`src/rtl/pwr_sleep_pkg.sv`:
```
package pwr_sleep_pkg;

  typedef enum logic [1:0] {
    PS_RUN    = 2'd0,
    PS_DOZE   = 2'd1,
    PS_RESUME = 2'd2
  } pwr_state_e;

  typedef enum logic [1:0] {
    WK_NONE = 2'd0,
    WK_PIN  = 2'd1,
    WK_WDT  = 2'd2,
    WK_IRQ  = 2'd3
  } wake_src_e;

  typedef struct packed {
    logic enter_sleep;
    logic clr_wdt;
    logic wdt_wake;
  } status_evt_t;

endpackage

```
`src/rtl/pwr_rst_sync.sv`:
```
module pwr_rst_sync #(
  parameter int STAGES = 2
) (
  input  logic clk,
  input  logic rst,
  input  logic pin_n,
  output logic low_o
);
  localparam int LAST = STAGES - 1;

  logic [LAST:0] stg;

  generate
    if (STAGES == 1) begin : g_single
      always_ff @(posedge clk) begin
        if (rst) stg <= '0;
        else     stg <= ~pin_n;
      end
    end else begin : g_chain
      always_ff @(posedge clk) begin
        if (rst) stg <= '0;
        else     stg <= {stg[LAST-1:0], ~pin_n};
      end
    end
  endgenerate

  assign low_o = stg[LAST];
endmodule

```
`src/rtl/pwr_wake_arb.sv`:
```
module pwr_wake_arb
  import pwr_sleep_pkg::*;
#(
  parameter int NUM_SRC = 8
) (
  input  logic [NUM_SRC-1:0] irq_flags,
  input  logic [NUM_SRC-1:0] irq_enables,
  input  logic               ext_low,
  input  logic               wdt_timeout,
  output logic               pend,
  output wake_src_e          src
);
  logic [NUM_SRC-1:0] hit;

  generate
    for (genvar i = 0; i < NUM_SRC; i++) begin : g_src
      assign hit[i] = irq_flags[i] & irq_enables[i];
    end
  endgenerate

  assign pend = |hit;

  always_comb begin
    if (ext_low)          src = WK_PIN;
    else if (wdt_timeout) src = WK_WDT;
    else if (pend)        src = WK_IRQ;
    else                  src = WK_NONE;
  end
endmodule

```
`src/rtl/pwr_status_regs.sv`:
```
module pwr_status_regs
  import pwr_sleep_pkg::*;
(
  input  logic        clk,
  input  logic        rst,
  input  status_evt_t evt,
  output logic        pd_bit,
  output logic        to_bit
);
  always_ff @(posedge clk) begin
    if (rst) begin
      pd_bit <= 1'b1;
      to_bit <= 1'b1;
    end else if (evt.enter_sleep) begin
      pd_bit <= 1'b0;
      to_bit <= 1'b1;
    end else if (evt.clr_wdt) begin
      pd_bit <= 1'b1;
      to_bit <= 1'b1;
    end else if (evt.wdt_wake) begin
      to_bit <= 1'b0;
    end
  end
endmodule

```
`src/rtl/pwr_sleep_fsm.sv`:
```
module pwr_sleep_fsm
  import pwr_sleep_pkg::*;
(
  input  logic        clk,
  input  logic        rst,
  input  logic        sleep_stb,
  input  logic        clrwdt_stb,
  input  logic        gie,
  input  logic        pend,
  input  logic        ext_low,
  input  wake_src_e   src,
  output status_evt_t evt,
  output logic        osc_en,
  output logic        wdt_clr,
  output logic        core_stall,
  output logic        wake_pulse,
  output logic        vector_req,
  output logic        core_reset
);
  pwr_state_e state;
  logic       vec_arm;
  logic       cont_q;
  logic       vec_pend_q;

  always_comb begin
    evt.enter_sleep = (state == PS_RUN) && sleep_stb && !pend;
    evt.clr_wdt     = (state == PS_RUN) && !sleep_stb && clrwdt_stb;
    evt.wdt_wake    = (state == PS_DOZE) && (src == WK_WDT);
  end

  always_ff @(posedge clk) begin
    if (rst) begin
      state      <= PS_RUN;
      osc_en     <= 1'b1;
      core_stall <= 1'b0;
      wdt_clr    <= 1'b0;
      wake_pulse <= 1'b0;
      vector_req <= 1'b0;
      core_reset <= 1'b0;
      vec_arm    <= 1'b0;
      cont_q     <= 1'b0;
      vec_pend_q <= 1'b0;
    end else begin
      wdt_clr    <= 1'b0;
      wake_pulse <= 1'b0;
      vector_req <= 1'b0;
      core_reset <= ext_low;
      case (state)
        PS_RUN: begin
          vector_req <= vec_arm;
          vec_arm    <= 1'b0;
          if (sleep_stb) begin
            if (!pend) begin
              state      <= PS_DOZE;
              osc_en     <= 1'b0;
              core_stall <= 1'b1;
              wdt_clr    <= 1'b1;
            end
          end else if (clrwdt_stb) begin
            wdt_clr <= 1'b1;
          end
        end
        PS_DOZE: begin
          case (src)
            WK_PIN: begin
              state      <= PS_RESUME;
              osc_en     <= 1'b1;
              cont_q     <= 1'b0;
              vec_pend_q <= 1'b0;
            end
            WK_WDT: begin
              state      <= PS_RESUME;
              osc_en     <= 1'b1;
              wdt_clr    <= 1'b1;
              cont_q     <= 1'b1;
              vec_pend_q <= 1'b0;
            end
            WK_IRQ: begin
              state      <= PS_RESUME;
              osc_en     <= 1'b1;
              wdt_clr    <= 1'b1;
              cont_q     <= 1'b1;
              vec_pend_q <= gie;
            end
            default: ;
          endcase
        end
        PS_RESUME: begin
          state      <= PS_RUN;
          core_stall <= 1'b0;
          wake_pulse <= cont_q;
          vec_arm    <= cont_q & vec_pend_q;
        end
        default: state <= PS_RUN;
      endcase
    end
  end
endmodule

```
`src/rtl/pwr_sleep_ctrl.sv`:
```
module pwr_sleep_ctrl
  import pwr_sleep_pkg::*;
#(
  parameter int NUM_SRC     = 8,
  parameter int SYNC_STAGES = 2
) (
  input  logic               clk,
  input  logic               rst,
  input  logic               ext_rst_n,
  input  logic               sleep_stb,
  input  logic               clrwdt_stb,
  input  logic               wdt_timeout,
  input  logic [NUM_SRC-1:0] irq_flags,
  input  logic [NUM_SRC-1:0] irq_enables,
  input  logic               gie,
  output logic               osc_en,
  output logic               wdt_clr,
  output logic               core_stall,
  output logic               wake_pulse,
  output logic               vector_req,
  output logic               core_reset,
  output logic               pd_bit,
  output logic               to_bit
);
  logic        ext_low;
  logic        pend;
  wake_src_e   src;
  status_evt_t evt;

  pwr_rst_sync #(.STAGES(SYNC_STAGES)) u_sync (
    .clk   (clk),
    .rst   (rst),
    .pin_n (ext_rst_n),
    .low_o (ext_low)
  );

  pwr_wake_arb #(.NUM_SRC(NUM_SRC)) u_arb (
    .irq_flags   (irq_flags),
    .irq_enables (irq_enables),
    .ext_low     (ext_low),
    .wdt_timeout (wdt_timeout),
    .pend        (pend),
    .src         (src)
  );

  pwr_sleep_fsm u_fsm (
    .clk        (clk),
    .rst        (rst),
    .sleep_stb  (sleep_stb),
    .clrwdt_stb (clrwdt_stb),
    .gie        (gie),
    .pend       (pend),
    .ext_low    (ext_low),
    .src        (src),
    .evt        (evt),
    .osc_en     (osc_en),
    .wdt_clr    (wdt_clr),
    .core_stall (core_stall),
    .wake_pulse (wake_pulse),
    .vector_req (vector_req),
    .core_reset (core_reset)
  );

  pwr_status_regs u_status (
    .clk    (clk),
    .rst    (rst),
    .evt    (evt),
    .pd_bit (pd_bit),
    .to_bit (to_bit)
  );
endmodule

```
`config.mk`:
```
export PLATFORM = sky130hd
export DESIGN_NAME = pwr_sleep_ctrl
export DESIGN_NICKNAME = d
export VERILOG_FILES = /design/src/rtl/pwr_sleep_pkg.sv /design/src/rtl/pwr_rst_sync.sv /design/src/rtl/pwr_wake_arb.sv /design/src/rtl/pwr_status_regs.sv /design/src/rtl/pwr_sleep_fsm.sv /design/src/rtl/pwr_sleep_ctrl.sv
export SDC_FILE = /design/constraint.sdc
export NUM_CORES = 1
export LEC_CHECK = 0
export BUFFER_PORTS_ARGS = -buffer_cell sky130_fd_sc_hd__buf_4
export CAP_MARGIN = 20
export CORE_ASPECT_RATIO = 1.1
export CORE_UTILIZATION = 42
export CTS_CLUSTER_SIZE = 20
export DETAILED_ROUTE_END_ITERATION = 7
export PLACE_DENSITY = 0.75
export SYNTH_ARGS = -nofsm -noshare
export SYNTH_HDL_FRONTEND = slang
export SYNTH_SLANG_ARGS = --single-unit
```
`constraint.sdc`:
```
create_clock -name clk -period 1.4 [get_ports clk]
set_clock_uncertainty 0.05 [all_clocks]
set_input_delay 0.07 -clock clk [delete_from_list [all_inputs] [get_ports clk]]
set_output_delay 0.07 -clock clk [all_outputs]
set_load 0.1 [all_outputs]
```
# Word-level counts from Yosys, hierarchy flattened

Index checks and enable logic that the tools add are counted.
W data, S select, Z words.

Equality and inequality tests: 8
Bitwise gates (word level): 12
Reductions and logical operators: 25
$lt $le $gt $ge: 0
$add $sub $neg: 0
Multiplexer cells: 24
Divide/modulo/power cells: 0
Multiply operators: 0
Shifts and indexed selects: 0

Operators by type and width:

| kind                 | number |
|---|---|
| $mux W2              | 6 |
| $pmux W1 S2          | 6 |
| $mux W1              | 11 |
| $reduce_bool A2 Y1   | 5 |
| $and A1 B1 Y1        | 9 |
| $reduce_or A2 Y1     | 4 |
| $reduce_or A8 Y1     | 1 |
| $eq A2 B2 Y1 const B | 3 |
| $ne A2 B2 Y1 const B | 3 |
| $reduce_and A3 Y1    | 2 |
| $reduce_or A3 Y1     | 2 |
| $logic_and A1 B1 Y1  | 5 |
| $eq A2 B1 Y1 const B | 2 |
| $pmux W2 S2          | 1 |
| $reduce_and A2 Y1    | 2 |
| $reduce_and A4 Y1    | 1 |
| $not A1 Y1           | 3 |
| $logic_not A1 Y1     | 2 |
| $logic_not A2 Y1     | 1 |

ROM bits: 0
Register bits after elaboration: 15
Word-level logic and storage cells: 82
Memories kept: 0
Output and inout port bits: 8
Bits in latches: 0
RAM bits: 0

# Logic depth before layout (Yosys ltp)

Depth in word-level cells: 9
Depth in mapped cells: 4

# Hierarchy

From an unflattened synthesis, not the netlist that was laid out.

Cells, all modules: 65
Area, all modules: 591.8 um^2

Modules (own cells, without submodules):

| module          | seq. area each (um^2) | cells an instance | times used | area each (um^2) |
|---|---|---|---|---|
| pwr_sleep_fsm   | 220.2                 | 45                | 1          | 410.4 |
| pwr_status_regs | 40.0                  | 7                 | 1          | 70.1 |
| pwr_wake_arb    | 0.0                   | 9                 | 1          | 61.3 |
| pwr_rst_sync    | 40.0                  | 4                 | 1          | 50.0 |

# Worst setup path before layout

No wires, ideal clock.

Path type: register to register
Start: register, netlist name u_fsm.osc_en
End: register u_fsm.osc_en
Buffers on the path: 0
Data arrival time: 1,223 ps
Clock period less this slack: 1,331 ps
Stages on the path, launching flop included: 3
Library setup time: 58 ps
Path slack: 69 ps
Required time: 1,292 ps
Cell sequence: dfxtp_1 > o21ai_1 > or3b_1

RTL lines:

| element              | line                | source |
|---|---|---|
| to (signal assigned) | pwr_sleep_fsm.sv:34 | `osc_en <= 1'b1;` |
| to (signal assigned) | pwr_sleep_fsm.sv:55 | `osc_en <= 1'b0;` |
| to (signal assigned) | pwr_sleep_fsm.sv:67 | `osc_en <= 1'b1;` |
| to (decl)            | pwr_sleep_fsm.sv:13 | `output logic osc_en,` |

# Final worst setup path

Start: register u_fsm.state[0]
End: register u_fsm.osc_en

Longest elaborated chain between the ends: 3
Elaborated cells on any way between the ends: 8
Those cells by class: eq/ne (4); mux (1); reduce/logical (3)

Ends and longest elaborated chain:

| element                                                      | line                | source |
|---|---|---|
| from (decl)                                                  | pwr_sleep_fsm.sv:20 | `pwr_state_e state;` |
| from (signal assigned)                                       | pwr_sleep_fsm.sv:33 | `state <= PS_RUN;` |
| from (signal assigned)                                       | pwr_sleep_fsm.sv:54 | `state <= PS_DOZE;` |
| from (signal assigned)                                       | pwr_sleep_fsm.sv:66 | `state <= PS_RESUME;` |
| $eq A2 B1 Y1 or $logic_not A2 Y1 (tied branches)             | pwr_sleep_fsm.sv:48 | `case (state)` |
| $ne A2 B2 Y1 (no line) or $reduce_bool A2 Y1 (tied branches) | --                  |  |
| $reduce_and A4 Y1 (no line)                                  | --                  |  |
| to (signal assigned)                                         | pwr_sleep_fsm.sv:55 |  |
| to (signal assigned)                                         | pwr_sleep_fsm.sv:67 |  |
| to (signal assigned)                                         | pwr_sleep_fsm.sv:73 | `osc_en <= 1'b1;` |

Parallel ways exist; a longest one is shown, timed or not.
A chain may end at the register's enable or synchronous reset.

==> run_results.csv <==
group,metric,value,unit
timing,timing.fmax,775,MHz
power,p_leak,0.411,nW
yosys,async_flop_share,0,%
cts,cts_sinks,15,
worst_setup_path,critPathRequiredTime,1.52,ns
run_status,outcome,"finished clean",
cells_and_area,final_cell_mix,"32 x buf_4, 15 x dfxtp_1, 5 x nand2_1",
yosys,synth_top_cells_by_area,"dfxtp_1 49%, a22oi_4 6.9%, a22oi_2 4.1%",
worst_setup_path,crit_slowest_cell,"dfxtp_1",
placement,place_area,871,um2
yosys,ys_ff_latch,15,
yosys,syn_nets,83,
route,drt_iter0_markers,17,
worst_setup_path,r2r_cells,4,
worst_setup_path,crit_chain,"nor2_1 -> nand2_1 -> o21ai_1 -> or3b_1",
yosys,synth_area_per_cell,10.2,um2
floorplan,die-area,1620,um2
worst_setup_path,startpoint_type,"register",
cts,cts_buffers,3,
worst_setup_path,worst_setup_path_end_kind,"register",
timing,relSlewSlack,72.0,%
worst_setup_path,path_buf_inv,0,
yosys,syn_inst,60,
timing,rsz0062_at_grt,"no",
cts,post_cts_buffers,0,
worst_setup_path,cp_num_cells,4,
power,p_clk_share,27.4,%
cts,cts_buffer_depth,2,
hold_path,min_path_cells,3,
cts,root_buffer,"clkbuf_4",
placement,place_inst,107,
floorplan,start_util,45.0,%
route,firstDrtPassIters,4,
global_routing,grt_remaining_overflow,0,
timing,finalSetupViolations,0,
yosys,ys.flop_type,"dfxtp_1",
route,routedWlPerCell,12.7,um
cts,cts_max_level,1,
cells_and_area,final_cell_count_no_fill,114,
route,vias,578,
cells_and_area,antenna_cells,0,
yosys,yosysWarnings,0,
worst_setup_path,cpPeakStageDelay,0.36,ns
placement,port_buffers,30,
floorplan,core-area,1370,um2
yosys,synth_top_area_share,48.9,%
global_routing,grt_antenna_before_repair,0,
power,switching_power,228,uW
power,switching_share,26.6,%
cells_and_area,drive_above_1_share,42.9,%
global_routing,grt_pass1_wl,2380,um
yosys,ys_seq_area_share,48.9,%
cts,cts_tree,"built",
cts,clock_latency,0.28,ns
global_routing,first_global_vias,556,
floorplan,die-width,38.5,um
worst_setup_path,path_max_fanout,6,
run,cap_viol_max_count,0,
floorplan,die_height,42.1,um
worst_setup_path,cp.arrival,1.41,ns
worst_setup_path,r2r_slack,0.11,ns
timing,final_max_slew_viol_count,0,
yosys,yosys.area.top_type,"dfxtp_1",
cts,cts_hold_buf,3,
power,p_int,630,uW
route,vias_per_cell,5.07,
power,seq_power_share,51.6,%
worst_setup_path,crit_family,"simple AND/OR/NAND/NOR gates",
timing,tns,0,ns
yosys,synth_cell_type_count,30,
timing,period_minus_slack,1.29,ns
cts,clk_pin_slew_worst_paths,0.08,ns
placement,dp_hpwl,1100,um
timing,tightest_slew,0.414,ns
timing,fin_crit_sh,92.2,%
yosys,synth_area,614,um2
cells_and_area,stdcell_area,927,um2
cells_and_area,mostFrequentLayoutCell,"buf_4",
route,drc,0,
cells_and_area,final_nets,122,
cts,post_cts_resized,0,
global_routing,grt_max_degree,12,
power,p_comb_share,21.0,%
yosys,synth_edf_count,0,
placement,gp_congestion,0.817,
power,p_per_area,925,nW/um2
route,wirelength,1450,um
power,vdd_drop_max,735,uV
floorplan,top_level_ports,31,
worst_setup_path,worstSetupPathType,"register to register",
global_routing,track_usage,20.7,%
floorplan,row_count,14,
timing,hold_viol,0,
hold_path,hold_class,"primary input to register",
route,ant_nets,0,
cells_and_area,areaGrowthSynthToFinish,50.9,%
==> cell families (layout without fill, tap and decap cells) <==
logic type | after synthesis | in the layout | synth area share [%]
and+or+nand+nor | 23 | 23 | 22.6
AOI/OAI and AO/OA | 18 | 18 | 26.1
DFF | 15 | 15 | 48.9
buffers and inverters | 4 | 42 | 2.44
==> per-layer routing <==
layer	up-vias	global-route usage [%]	part of all wire, %
met4	0	4.14	0
met1	259	27.5	45
met3	0	7.98	4.8
met2	17	31.9	50
met5	-	0	0
li1	302	-	-
==> cell type report <==
cell class                      count  area (um2)
Clock buffer                        4        26.3
Fill cell                         129         439
Timing Repair Buffer               35         270
Inverter                            3        11.3
Tap cell                           16        20.0
Sequential cell                    15         300
Multi-Input combinational cell     41         299
==> sequential cells by signal, indices dropped and copies added, names as in the netlist <==
name              cells
u_fsm.cont_q          1
u_fsm.core_reset      1
u_fsm.core_stall      1
u_fsm.osc_en          1
u_fsm.state           2
u_fsm.vec_arm         1
u_fsm.vec_pend_q      1
u_fsm.vector_req      1
u_fsm.wake_pulse      1
u_fsm.wdt_clr         1
u_status.pd_bit       1
u_status.to_bit       1
u_sync.stg            2
==> through the flow <==
stage	setup slack (ns)	power (mW)	hold WS, ns	util (%)
2_1_floorplan	0.0692	0.544	0.0867	-
3_3_place_gp	0.160	0.623	0.172	63.7
3_5_place_dp	0.133	0.626	0.175	63.7
4_1_cts	0.118	0.865	0.0298	67.9
5_1_grt	0.0133	0.904	0.0477	67.9
6_report	0.110	0.858	0.0330	67.9
==> worst register-to-register path: cells and delay by family, from the launching register on <==
kind	cells	cell delay, ns
and+or+nand+nor	3	0.64
AOI/OAI and AO/OA	1	0.12
DFF	1	0.36
==> path summary, 6_finish.rpt <==
| path | end | startpoint |
|---|---|---|
| worst max-delay path | u_fsm.osc_en | u_fsm.state[0] |
| worst min-delay path | u_fsm.vec_pend_q | gie |
| worst max register to register | u_fsm.osc_en | u_fsm.state[0] |
| worst min register to register | u_sync.stg[1] | u_sync.stg[0] |
==> power groups by stage <==
stage / sequential, mW / clock, mW / combinational, mW
after floorplan: 0.495 / 0 / 0.0489
after global placement: 0.452 / 0 / 0.171
after detailed placement: 0.453 / 0 / 0.174
after CTS: 0.443 / 0.242 / 0.180
after global routing: 0.444 / 0.270 / 0.190
final: 0.443 / 0.235 / 0.180
==> synth_stat cells (2+ instances only) <==
cell type,number
a22oi_2,2
nor2b_1,2
dfxtp_1,15
inv_1,3
a31oi_1,3
a21oi_1,2
o21ai_1,2
nand2_1,5
nor2_1,4
a22oi_4,2
(Power assumes the default switching activity.)
